==> config.mk <==
export PLATFORM = sky130hd
export DESIGN_NAME = period_timer
export DESIGN_NICKNAME = d
export VERILOG_FILES = /design/src/rtl/ptmr_pkg.sv /design/src/rtl/ptmr_prescale.sv /design/src/rtl/ptmr_period.sv /design/src/rtl/ptmr_postscale.sv /design/src/rtl/period_timer.sv
export SDC_FILE = /design/constraint.sdc
export NUM_CORES = 1
export LEC_CHECK = 0
export ABC_AREA = 1
export BUFFER_PORTS_ARGS = -buffer_cell sky130_fd_sc_hd__buf_2
export CAP_MARGIN = 0
export CORE_ASPECT_RATIO = 1.4
export CORE_UTILIZATION = 55
export DETAILED_ROUTE_END_ITERATION = 12
export HOLD_SLACK_MARGIN = 0.03
export PLACE_DENSITY = 0.82
export SYNTH_ARGS = -nofsm -noshare
export SYNTH_HDL_FRONTEND = slang
export SYNTH_SLANG_ARGS = --single-unit
==> constraint.sdc <==
create_clock -name clk -period 3.4 [get_ports clk]
set_input_delay 0.68 -clock clk [delete_from_list [all_inputs] [get_ports clk]]
set_output_delay 0.68 -clock clk [all_outputs]
set_load 0.005 [all_outputs]
==> src/rtl/ptmr_pkg.sv <==
package ptmr_pkg;

   typedef enum logic [1:0] {
      PRE_DIV1   = 2'b00,
      PRE_DIV4   = 2'b01,
      PRE_DIV16  = 2'b10,
      PRE_DIV16B = 2'b11
   } pre_code_e;

   localparam int PRE_LOG_MAX = 4;

endpackage

==> src/rtl/ptmr_prescale.sv <==
module ptmr_prescale
   import ptmr_pkg::*;
#(
   parameter int PRE_W = 4
) (
   input  logic       clk,
   input  logic       rst_n,
   input  logic       tick_i,
   input  logic       en_i,
   input  logic       clr_i,
   input  logic [1:0] code_i,
   output logic       inc_o
);

   generate
      if (PRE_W < PRE_LOG_MAX) begin : g_bad_width
         $error("ptmr_prescale: PRE_W too small for 1:16");
      end
   endgenerate

   logic [PRE_W-1:0] cnt_q;
   logic [PRE_W-1:0] last;

   always_comb begin
      case (pre_code_e'(code_i))
         PRE_DIV1: last = '0;
         PRE_DIV4: last = PRE_W'(3);
         default:  last = PRE_W'(15);
      endcase
   end

   assign inc_o = tick_i & en_i & ~clr_i & (cnt_q == last);

   always_ff @(posedge clk or negedge rst_n) begin
      if (!rst_n)             cnt_q <= '0;
      else if (clr_i)         cnt_q <= '0;
      else if (tick_i && en_i) cnt_q <= (cnt_q == last) ? '0 : cnt_q + 1'b1;
   end

   AST_PRE_BOUND: assert property (@(posedge clk) disable iff (!rst_n)
      cnt_q <= last);
   AST_PRE_IDLE: assert property (@(posedge clk) disable iff (!rst_n)
      (!en_i && !clr_i) |=> $stable(cnt_q));

endmodule

==> src/rtl/ptmr_period.sv <==
module ptmr_period #(
   parameter int CNT_W = 8
) (
   input  logic             clk,
   input  logic             rst_n,
   input  logic             inc_i,
   input  logic             wr_cnt_i,
   input  logic             wr_per_i,
   input  logic [CNT_W-1:0] wdata_i,
   output logic [CNT_W-1:0] cnt_o,
   output logic [CNT_W-1:0] per_o,
   output logic             match_o
);

   logic [CNT_W-1:0] cnt_q;
   logic [CNT_W-1:0] per_q;
   logic             hit;

   assign hit     = (cnt_q == per_q);
   assign match_o = inc_i & hit;
   assign cnt_o   = cnt_q;
   assign per_o   = per_q;

   always_ff @(posedge clk or negedge rst_n) begin
      if (!rst_n)        cnt_q <= '0;
      else if (wr_cnt_i) cnt_q <= wdata_i;
      else if (inc_i)    cnt_q <= hit ? '0 : cnt_q + 1'b1;
   end

   always_ff @(posedge clk or negedge rst_n) begin
      if (!rst_n)        per_q <= '1;
      else if (wr_per_i) per_q <= wdata_i;
   end

   AST_WRAP_ZERO: assert property (@(posedge clk) disable iff (!rst_n)
      (match_o && !wr_cnt_i) |=> (cnt_q == '0));
   AST_STEP_ONE: assert property (@(posedge clk) disable iff (!rst_n)
      (inc_i && !match_o && !wr_cnt_i) |=> (cnt_q == $past(cnt_q) + 1'b1));
   AST_HOLD_IDLE: assert property (@(posedge clk) disable iff (!rst_n)
      (!inc_i && !wr_cnt_i) |=> $stable(cnt_q));
   AST_PER_LOAD: assert property (@(posedge clk) disable iff (!rst_n)
      wr_per_i |=> (per_q == $past(wdata_i)));

endmodule

==> src/rtl/ptmr_postscale.sv <==
module ptmr_postscale #(
   parameter int POST_W = 4
) (
   input  logic              clk,
   input  logic              rst_n,
   input  logic              match_i,
   input  logic              clr_i,
   input  logic [POST_W-1:0] sel_i,
   input  logic              flag_clr_i,
   output logic              flag_o
);

   logic [POST_W-1:0] cnt_q;
   logic              flag_q;
   logic              done;

   assign done   = match_i & (cnt_q == sel_i);
   assign flag_o = flag_q;

   always_ff @(posedge clk or negedge rst_n) begin
      if (!rst_n)       cnt_q <= '0;
      else if (clr_i)   cnt_q <= '0;
      else if (match_i) cnt_q <= (cnt_q == sel_i) ? '0 : cnt_q + 1'b1;
   end

   always_ff @(posedge clk or negedge rst_n) begin
      if (!rst_n)          flag_q <= 1'b0;
      else if (done)       flag_q <= 1'b1;
      else if (flag_clr_i) flag_q <= 1'b0;
   end

   AST_POST_BOUND: assert property (@(posedge clk) disable iff (!rst_n)
      cnt_q <= sel_i);
   AST_FLAG_STICKY: assert property (@(posedge clk) disable iff (!rst_n)
      (flag_q && !flag_clr_i) |=> flag_q);
   AST_FLAG_CAUSE: assert property (@(posedge clk) disable iff (!rst_n)
      $rose(flag_q) |-> $past(match_i));

endmodule

==> src/rtl/period_timer.sv <==
module period_timer
   import ptmr_pkg::*;
#(
   parameter int CNT_W  = 8,
   parameter int POST_W = 4,
   parameter int PRE_W  = 4
) (
   input  logic              clk,
   input  logic              rst_n,
   input  logic              tick_i,
   input  logic              wr_cnt_i,
   input  logic              wr_per_i,
   input  logic              wr_ctl_i,
   input  logic [CNT_W-1:0]  wdata_i,
   input  logic              ctl_on_i,
   input  logic [1:0]        ctl_pre_i,
   input  logic [POST_W-1:0] ctl_post_i,
   input  logic              flag_clr_i,
   output logic [CNT_W-1:0]  count_o,
   output logic [CNT_W-1:0]  period_o,
   output logic              ctl_on_o,
   output logic [1:0]        ctl_pre_o,
   output logic [POST_W-1:0] ctl_post_o,
   output logic              flag_o,
   output logic              match_o
);

   generate
      if (CNT_W < 2) begin : g_bad_cnt
         $error("period_timer: CNT_W must be at least 2");
      end
      if (POST_W < 1 || POST_W > 8) begin : g_bad_post
         $error("period_timer: POST_W out of range");
      end
   endgenerate

   logic              on_q;
   logic [1:0]        pre_q;
   logic [POST_W-1:0] post_q;
   logic              sub_clr;
   logic              inc;
   logic              match;

   assign sub_clr = wr_cnt_i | wr_ctl_i;

   always_ff @(posedge clk or negedge rst_n) begin
      if (!rst_n) begin
         on_q   <= 1'b0;
         pre_q  <= PRE_DIV1;
         post_q <= '0;
      end else if (wr_ctl_i) begin
         on_q   <= ctl_on_i;
         pre_q  <= ctl_pre_i;
         post_q <= ctl_post_i;
      end
   end

   ptmr_prescale #(.PRE_W(PRE_W)) u_pre (
      .clk    (clk),
      .rst_n  (rst_n),
      .tick_i (tick_i),
      .en_i   (on_q),
      .clr_i  (sub_clr),
      .code_i (pre_q),
      .inc_o  (inc)
   );

   ptmr_period #(.CNT_W(CNT_W)) u_per (
      .clk      (clk),
      .rst_n    (rst_n),
      .inc_i    (inc),
      .wr_cnt_i (wr_cnt_i),
      .wr_per_i (wr_per_i),
      .wdata_i  (wdata_i),
      .cnt_o    (count_o),
      .per_o    (period_o),
      .match_o  (match)
   );

   ptmr_postscale #(.POST_W(POST_W)) u_post (
      .clk        (clk),
      .rst_n      (rst_n),
      .match_i    (match),
      .clr_i      (sub_clr),
      .sel_i      (post_q),
      .flag_clr_i (flag_clr_i),
      .flag_o     (flag_o)
   );

   assign match_o    = match;
   assign ctl_on_o   = on_q;
   assign ctl_pre_o  = pre_q;
   assign ctl_post_o = post_q;

   AST_MATCH_EQ: assert property (@(posedge clk) disable iff (!rst_n)
      match_o |-> (count_o == period_o));
   AST_NO_WRITE_STEP: assert property (@(posedge clk) disable iff (!rst_n)
      (wr_ctl_i && !wr_cnt_i) |=> $stable(count_o));
   AST_OFF_QUIET: assert property (@(posedge clk) disable iff (!rst_n)
      (!on_q && !wr_cnt_i) |=> $stable(count_o));

endmodule

======== After elaboration in Yosys (flattened, before gate mapping) ========
Index checks and enable logic that the tools add are counted.
word-level totals
  output and inout port bits .............. 25
  memory bits (read-only) ................. 0
  input bits .............................. 22
  memories ................................ 0
  word-level logic and storage cells ...... 40
  bits in latches ......................... 0
  memory bits (writable) .................. 0
  register bits after elaboration ......... 32
cells by class
  reduce and logical (&&, ||, !) cells .... 6
  equal/unequal tests ..................... 4
  bitwise logic cells ..................... 7
  order comparisons ....................... 0
  add/sub/neg operators ................... 3
  divide/modulo/power cells ............... 0
  multipliers ............................. 0
  shift-type cells ........................ 0
  muxes and demuxes ....................... 12
operator list
  kind                                                             number
  4-bit 2-to-1 mux                                                 6
  8-bit 2-to-1 mux                                                 3
  4-bit by 1-bit adder with 4-bit output, second input constant    2
  8-bit by 1-bit adder with 8-bit output, second input constant    1
  4-bit == test                                                    2
  8-bit == test                                                    1
  4-bit case mux with 2 select lines                               1
  2-bit nonzero test                                               4
  1-bit AND                                                        5
  2-bit by 1-bit == test with 1-bit output, second input constant  1
  2-bit zero test                                                  1
  1-bit 2-to-1 mux                                                 2
  1-bit logical AND                                                1
  1-bit inverter                                                   1
  1-bit OR                                                         1

======== Depth between registers and ports, before layout ========
Gate-level depths: netlist of the first run.
  word-level depth ........................ 7
  depth in mapped cells ................... 10
  depth with buffers taken out ............ 10

======== Cells and area by module ========
Synthesis of the first run repeated with hierarchy kept, for this count alone.
second synthesis, totals
  cells, all modules ...................... 239
  area total of the unflattened synthesis .. 1854.3 µm²
by module, submodules not included
  module          cells each  instances  seq. area each (µm²)  area each (µm²)
  ptmr_period     118         1          410.4                 978.4
  ptmr_postscale  46          1          125.1                 321.6
  ptmr_prescale   44          1          100.1                 279.0
  period_timer    31          1          175.2                 275.3

======== Worst setup path after synthesis of the first run ========
OpenSTA, ideal clock, no wires.
  kind .................................... input -> output
  start point ............................. input port wr_cnt_i
  end point ............................... output port match_o
  required time ........................... 2720 ps
  stages .................................. 8
  path slack .............................. 1257 ps
  data arrival time ....................... 1463 ps
  buffers on the path ..................... 1
  cells stage by stage .................... buf_6 nor2_4 inv_2 nor2_4 nand3_4 clkinv_4 nand2_4 inv_2
on the way
  longest elaborated chain between the ends .. 5
RTL lines
  element                 RTL line             text
  start: declaration      period_timer.sv:11   input logic wr_cnt_i,
  1-bit OR                period_timer.sv:44   assign sub_clr = wr_cnt_i | wr_ctl_i;
  1-bit inverter          ptmr_prescale.sv:32  assign inc_o = tick_i & en_i & ~clr_i & (cnt_q == last);
  1-bit AND (2 in a row)  ptmr_prescale.sv:32
  1-bit AND               ptmr_period.sv:20    assign match_o = inc_i & hit;
  end: declaration        period_timer.sv:25   output logic match_o
No other way between the ends.

======== Worst setup path after layout of the first run ========
  start point ............................. input port wr_ctl_i
  end point ............................... output port match_o
on the way
  longest elaborated chain between the ends .. 5
RTL lines
  element                 RTL line             text
  start: declaration      period_timer.sv:13   input logic wr_ctl_i,
  1-bit OR                period_timer.sv:44
  1-bit inverter          ptmr_prescale.sv:32
  1-bit AND (2 in a row)  ptmr_prescale.sv:32
  1-bit AND               ptmr_period.sv:20
No other way between the ends.

==> results of run 1 <==
==> routing by layer <==
metal	wire, um	vias up	track usage, %
li1	-	928	-
met1	1710	813	26.1
met2	2160	47	43.4
met3	185	7	5.03
met4	52	0	7.89
met5	0	-	0
==> final cells by class <==
type	count	area share [%]
Multi-Input combinational cell	182	39.7
Timing Repair Buffer	46	10.2
Inverter	48	8.17
Tap cell	40	2.21
Sequential cell	32	35.8
Clock buffer	8	3.98
==> power groups by stage <==
stage / registers [mW] / clock network [mW] / logic, mW
floorplan: 0.446 / 0 / 0.0959
global placement: 0.447 / 0 / 0.158
detailed placement: 0.448 / 0 / 0.162
CTS: 0.441 / 0.310 / 0.163
global route: 0.446 / 0.321 / 0.185
finish: 0.442 / 0.301 / 0.160
==> stage by stage <==
| stage | setup WS [ns] | utilization (%) | total power, mW | cells | area, um2 |
|---|---|---|---|---|---|
| 2_1_floorplan | 1.26 | - | 0.542 | 267 | 1940 |
| 3_3_place_gp | 0.946 | 64.4 | 0.605 | 348 | 2180 |
| 3_5_place_dp | 0.904 | 64.4 | 0.610 | 348 | 2180 |
| 4_1_cts | 0.902 | 67.1 | 0.914 | 356 | 2270 |
| 5_1_grt | 0.788 | 67.1 | 0.952 | 356 | 2270 |
| 6_report | 0.904 | 67.1 | 0.903 | 356 | 2270 |
==> synth_stat cells, drive strengths merged <==
library cell / number / area share (%)
inv: 47 / 9.1
buf: 3 / 1.9
nor2: 15 / 4.1
nand3: 19 / 5.5
clkinv: 1 / 0.45
clkbuf: 2 / 0.39
a21oi: 2 / 0.52
mux2: 3 / 1.7
nand4: 13 / 4.2
ha: 3 / 1.9
xor2: 5 / 2.3
xnor2: 1 / 0.45
a21boi: 1 / 0.39
a22o: 1 / 0.45
dfrtp: 24 / 31
nand2: 99 / 20
dfstp: 8 / 11
o21ai: 20 / 5.2
==> logic make-up after synthesis <==
logic type               count (synthesis)
AND/OR/NAND/NOR                        146
AO/OA/AOI/OAI                           24
XOR/XNOR                                 6
adder cells (fa/ha/maj)                  3
flip-flops                              32
buffers and inverters                   53
multiplexers                             3
==> registers in the layout (all words and copies together) (netlist names) <==
| signal | flops |
|---|---|
| u_per.cnt_o | 8 |
| u_per.per_o | 8 |
| u_post.cnt_q | 4 |
| ctl_on_o | 1 |
| ctl_post_o | 4 |
| u_post.flag_o | 1 |
| ctl_pre_o | 2 |
| u_pre.cnt_q | 4 |
==> worst register-to-register path: stages (launching register included) <==
cell and delay (ns):
dfstp_2 0.54, inv_1 0.05, nand2_1 0.05, nand2_1 0.05, nor2_1 0.13, nand2_1 0.13
nor2_4 0.16, nand2_4 0.09, nand3_1 0.09, nand2_1 0.05
==> how the worst min path moves through the flow <==
stage,start,endpoint,depth (start not counted),slack (ns)
5_1_grt,rst_n,ctl_pre_o[1]$_DFFE_PN0P_,1,0.51
6_report,rst_n,ctl_pre_o[1]$_DFFE_PN0P_,1,0.44
2_1_floorplan,rst_n,ctl_on_o$_DFFE_PN0P_,0,0.38
3_3_place_gp,u_post.flag_o$_DFFE_PN0P_,u_post.flag_o$_DFFE_PN0P_,2,0.48
4_1_cts,rst_n,ctl_pre_o[1]$_DFFE_PN0P_,1,0.47
3_5_place_dp,u_post.flag_o$_DFFE_PN0P_,u_post.flag_o$_DFFE_PN0P_,2,0.48
==> run summary, run 1 <==
status: complete, no violations
Port Buffers: 46
Multi-input gate area: 900 um2
GPL Wtd Cong: 0.862
Die X: 52.2 um
DRT iter0 DRCs: 47
slowest CP cell: nor2_4
antenna cells: 0
CTS max path bufs: 2
total grt overflow: 0
Top delay family on crit path: simple AND/OR/NAND/NOR gates
Worst Hold Class: input port to async pin
Root Buffer: clkbuf_8
Cell variety after synth: 26
Setup crit end: match_o
Setup crit start kind: input port
core area: 0.00338 mm2
final setup fails: 0
first-pass GRT wire length: 6690 um
TritonCTS Buffers: 5
cells along the critical path: buf_2 -> nor2_4 -> inv_2 -> nor2_4 -> nand3_4 -> clkinv_4 -> nand2_4 -> inv_2 -> buf_2
cell depth of the worst setup path: 9
post-route ant nets: 0
WL/cell: 11.5 um
vias in the first global route: 1666
Logic pwr share: 17.7%
Syn Nets: 292
commonest non-fill, non-tap cell in the layout: nand2_1
Ports: 47
Placement Rows: 25
total routed wirelength: 4110 um
Sequential Power Share: 48.9%
Slew @ Worst Pin: 0.718 ns
power share of the clock group: 33.4%
Simple-Gate Fraction of Synth Area: 33.5%
HPWL after DPL: 3100 um
Worst-Skew Late Latency: 0.29 ns
maximum vdd ir drop: 0.327 mV
clk sinks: 32
Buf+Inv Stages, Crit Path: 5
Starting Density: 57.4%
Chip Height: 72.3 um
R2R Path Start: u_per.per_o[3]$_DFFE_PN1P_
FF-to-FF path depth: 9
yosys warns: 0
mux cell area share after synthesis: 1.74%
fill count: 319
FF-to-FF End: u_post.cnt_q[0]$_DFFE_PN0P_
Tcrit/Tclk final: 73.4%
sw frac: 28.8%
Critical Path RT: 2.72 ns
post-route minimum period: 2.50 ns
number of vias per cell: 5.04
CP Launch Point: wr_ctl_i
H-tree depth: 2
Cell Int Power: 0.643 mW
Hold Buf Count CTS: 0
Post-Synthesis Cells: 267
total die area: 0.00377 mm2
hold_ws: 0.441 ns
f_max: 0.401 GHz
drt pass-1 iters: 4
CP Capture Type: output pin
area delta synth->final: 16.8%
DRC viols: 0
Crit Path Class: input port to output pin
Final Hold Viols: 0
XOR/XNOR Fraction of Synth Area: 2.71%
# Post-CTS Setup Buffers: 0
WP data arrival: 1.82 ns
maxcap violations: 0
setup_tns: 0 ns
largest net degree at the start of global routing: 33
Post-Synth Adder-Cell Area: 1.94%
NetSw: 0.260 mW
RSZ-0062 raised after global routing: no
clock skew: 0.00516 ns
Slew Limit Fails: 0
CTS tree: yes
setup slack, reg-to-reg: 1.96 ns
GR Util All Layers: 23.6%
share of cells above drive strength 1: 23.1%
Seq/Total Area, Yosys: 41.8%
Critical Path Max Stage Delay: 0.22 ns
clock-pin transition on the worst setup and hold timing paths: 0.06 ns
area occupied by registers: 811 um2
worst-path fanout max: 13
Static Leak: 1.32 nW
initial antenna violation count: 0
#FFs+latches synth: 32
Synth Area in Compound Gates: 6.52%
most frequent cells in the layout: nand2_1 (97), buf_2 (46), inv_1 (44)
via count of the routed design: 1795
pwr/cell area: 399 mW/mm2
mean post-synth cell area: 7.26 um2
post-synthesis cell area: 0.00194 mm2
largest family of logic cells by synthesized area: simple AND/OR/NAND/NOR gates
Worst slew margin: 52.1%
PostCTS Resize Cnt: 0
final net count: 340
(Power assumes the default switching activity.)
==> inputs of run 2 (changes only) <==
Settings changed: CORE_UTILIZATION 55 to 53, PLACE_DENSITY 0.82 to 0.79.
Clock period 3.4 ns to 2.4 ns, I/O delays scaled along.
==> run summary, run 2 (synthesis results as in run 1) <==
largest net degree at the start of global routing: 33
clock-pin transition on the worst setup and hold timing paths: 0.07 ns
clk sinks: 32
Final Hold Viols: 0
total grt overflow: 0
CP Capture Type: output pin
f_max: 0.471 GHz
maximum vdd ir drop: 0.483 mV
WP data arrival: 1.64 ns
Die X: 53.1 um
area delta synth->final: 17.4%
hold_ws: 0.231 ns
core area: 0.00344 mm2
Worst slew margin: 53.4%
worst setup margin: 0.277 ns
pwr/cell area: 563 mW/mm2
Slew Limit Fails: 0
Static Leak: 1.33 nW
total die area: 0.00391 mm2
final setup fails: 0
Hold Buf Count CTS: 0
Worst-Skew Late Latency: 0.29 ns
vias in the first global route: 1619
Tcrit/Tclk final: 88.4%
post-route minimum period: 2.12 ns
most frequent cells in the layout: nand2_1 (97), buf_2 (46), inv_1 (44)
# Post-CTS Setup Buffers: 0
HPWL after DPL: 3110 um
RSZ-0062 raised after global routing: no
antenna cells: 0
CTS tree: yes
drt pass-1 iters: 4
Slew @ Worst Pin: 0.699 ns
number of vias per cell: 4.99
Setup crit start kind: flip-flop
Critical Path RT: 1.92 ns
total routed wirelength: 4040 um
status: complete, no violations
Placement Rows: 25
Starting Density: 56.4%
DRC viols: 0
Multi-input gate area: 900 um2
GR Util All Layers: 23.5%
clock skew: 0.00694 ns
Port Buffers: 46
via count of the routed design: 1780
Ports: 47
H-tree depth: 2
setup_tns: 0 ns
Worst Hold Class: input port to async pin
DRT iter0 DRCs: 28
worst-path fanout max: 6
TritonCTS Buffers: 5
post-route ant nets: 0
CTS max path bufs: 2
area occupied by registers: 811 um2
WL/cell: 11.3 um
Chip Height: 73.6 um
Crit Path Class: flip-flop to output pin
worst slack at placement: 0.293 ns
first-pass GRT wire length: 6640 um
PostCTS Resize Cnt: 0
initial antenna violation count: 0
GPL Wtd Cong: 0.861
fill count: 344
Root Buffer: clkbuf_8
share of cells above drive strength 1: 24.0%
final net count: 341
commonest non-fill, non-tap cell in the layout: nand2_1
maxcap violations: 0
-- run 2: changes by cell type in the layout (fill, tap and decap cells not counted), sizes merged --
| cell | before | now |
|---|---|---|
| clkbuf | 8 | 6 |
| clkinv | 1 | 3 |
| buf | 46 | 47 |
-- run 2: path summary, 6_finish.rpt --
check / from / to / slack (ns) / cells after the start
hold reg to reg: u_post.flag_o$_DFFE_PN0P_ / u_post.flag_o$_DFFE_PN0P_ / 0.48 / 2
hold / removal: rst_n / ctl_pre_o[1]$_DFFE_PN0P_ / 0.23 / 1
setup / recovery: u_per.per_o[6]$_DFFE_PN1P_ / match_o / 0.28 / 9
max in group asynchronous: rst_n / u_post.cnt_q[3]$_DFFE_PN0P_ / 1.71 / 1
min in group clk: ctl_post_i[0] / ctl_post_o[0]$_DFFE_PN0P_ / 0.40 / 3
setup reg to reg: u_per.per_o[6]$_DFFE_PN1P_ / u_post.cnt_q[0]$_DFFE_PN0P_ / 0.95 / 9
-- run 2: metal layers --
| layer | track usage (%) | share of wire (%) | up-vias |
|---|---|---|---|
| met5 | 0 | 0 | - |
| met4 | 10.2 | 1.8 | 0 |
| met3 | 4.76 | 4.6 | 7 |
| met2 | 43.5 | 54 | 44 |
| met1 | 24.8 | 40 | 800 |
| li1 | - | - | 929 |
-- run 2: layout make-up --
type	instances	area share [%]
Clock buffer	6	3.63
Tap cell	40	2.20
Clock inverter	2	0.440
Sequential cell	32	35.6
Inverter	48	8.14
Multi-Input combinational cell	182	39.5
Timing Repair Buffer	47	10.4
-- run 2: critical path: stages (launching register included) --
cell and delay, ns:
dfstp_2 0.54, inv_1 0.05, nand2_1 0.05, nand2_1 0.05, nor2_1 0.13, nand2_1 0.12, nor2_4 0.17, nand2_4 0.09
inv_2 0.06, buf_2 0.10
-- run 2: metrics by stage --
stage          utilization [%]  power (mW)  std cells  instance area [um2]
2_1_floorplan                -       0.768        267                 1940
6_report                  66.1        1.28        357                 2280
4_1_cts                   66.1        1.30        357                 2280
3_3_place_gp              63.5       0.858        349                 2180
5_1_grt                   66.1        1.35        357                 2280
3_5_place_dp              63.5       0.864        349                 2180
-- run 2: where the power goes --
group          switching, mW  internal, mW
combinational          0.134        0.0924
clock                  0.201         0.228
sequential            0.0400         0.585
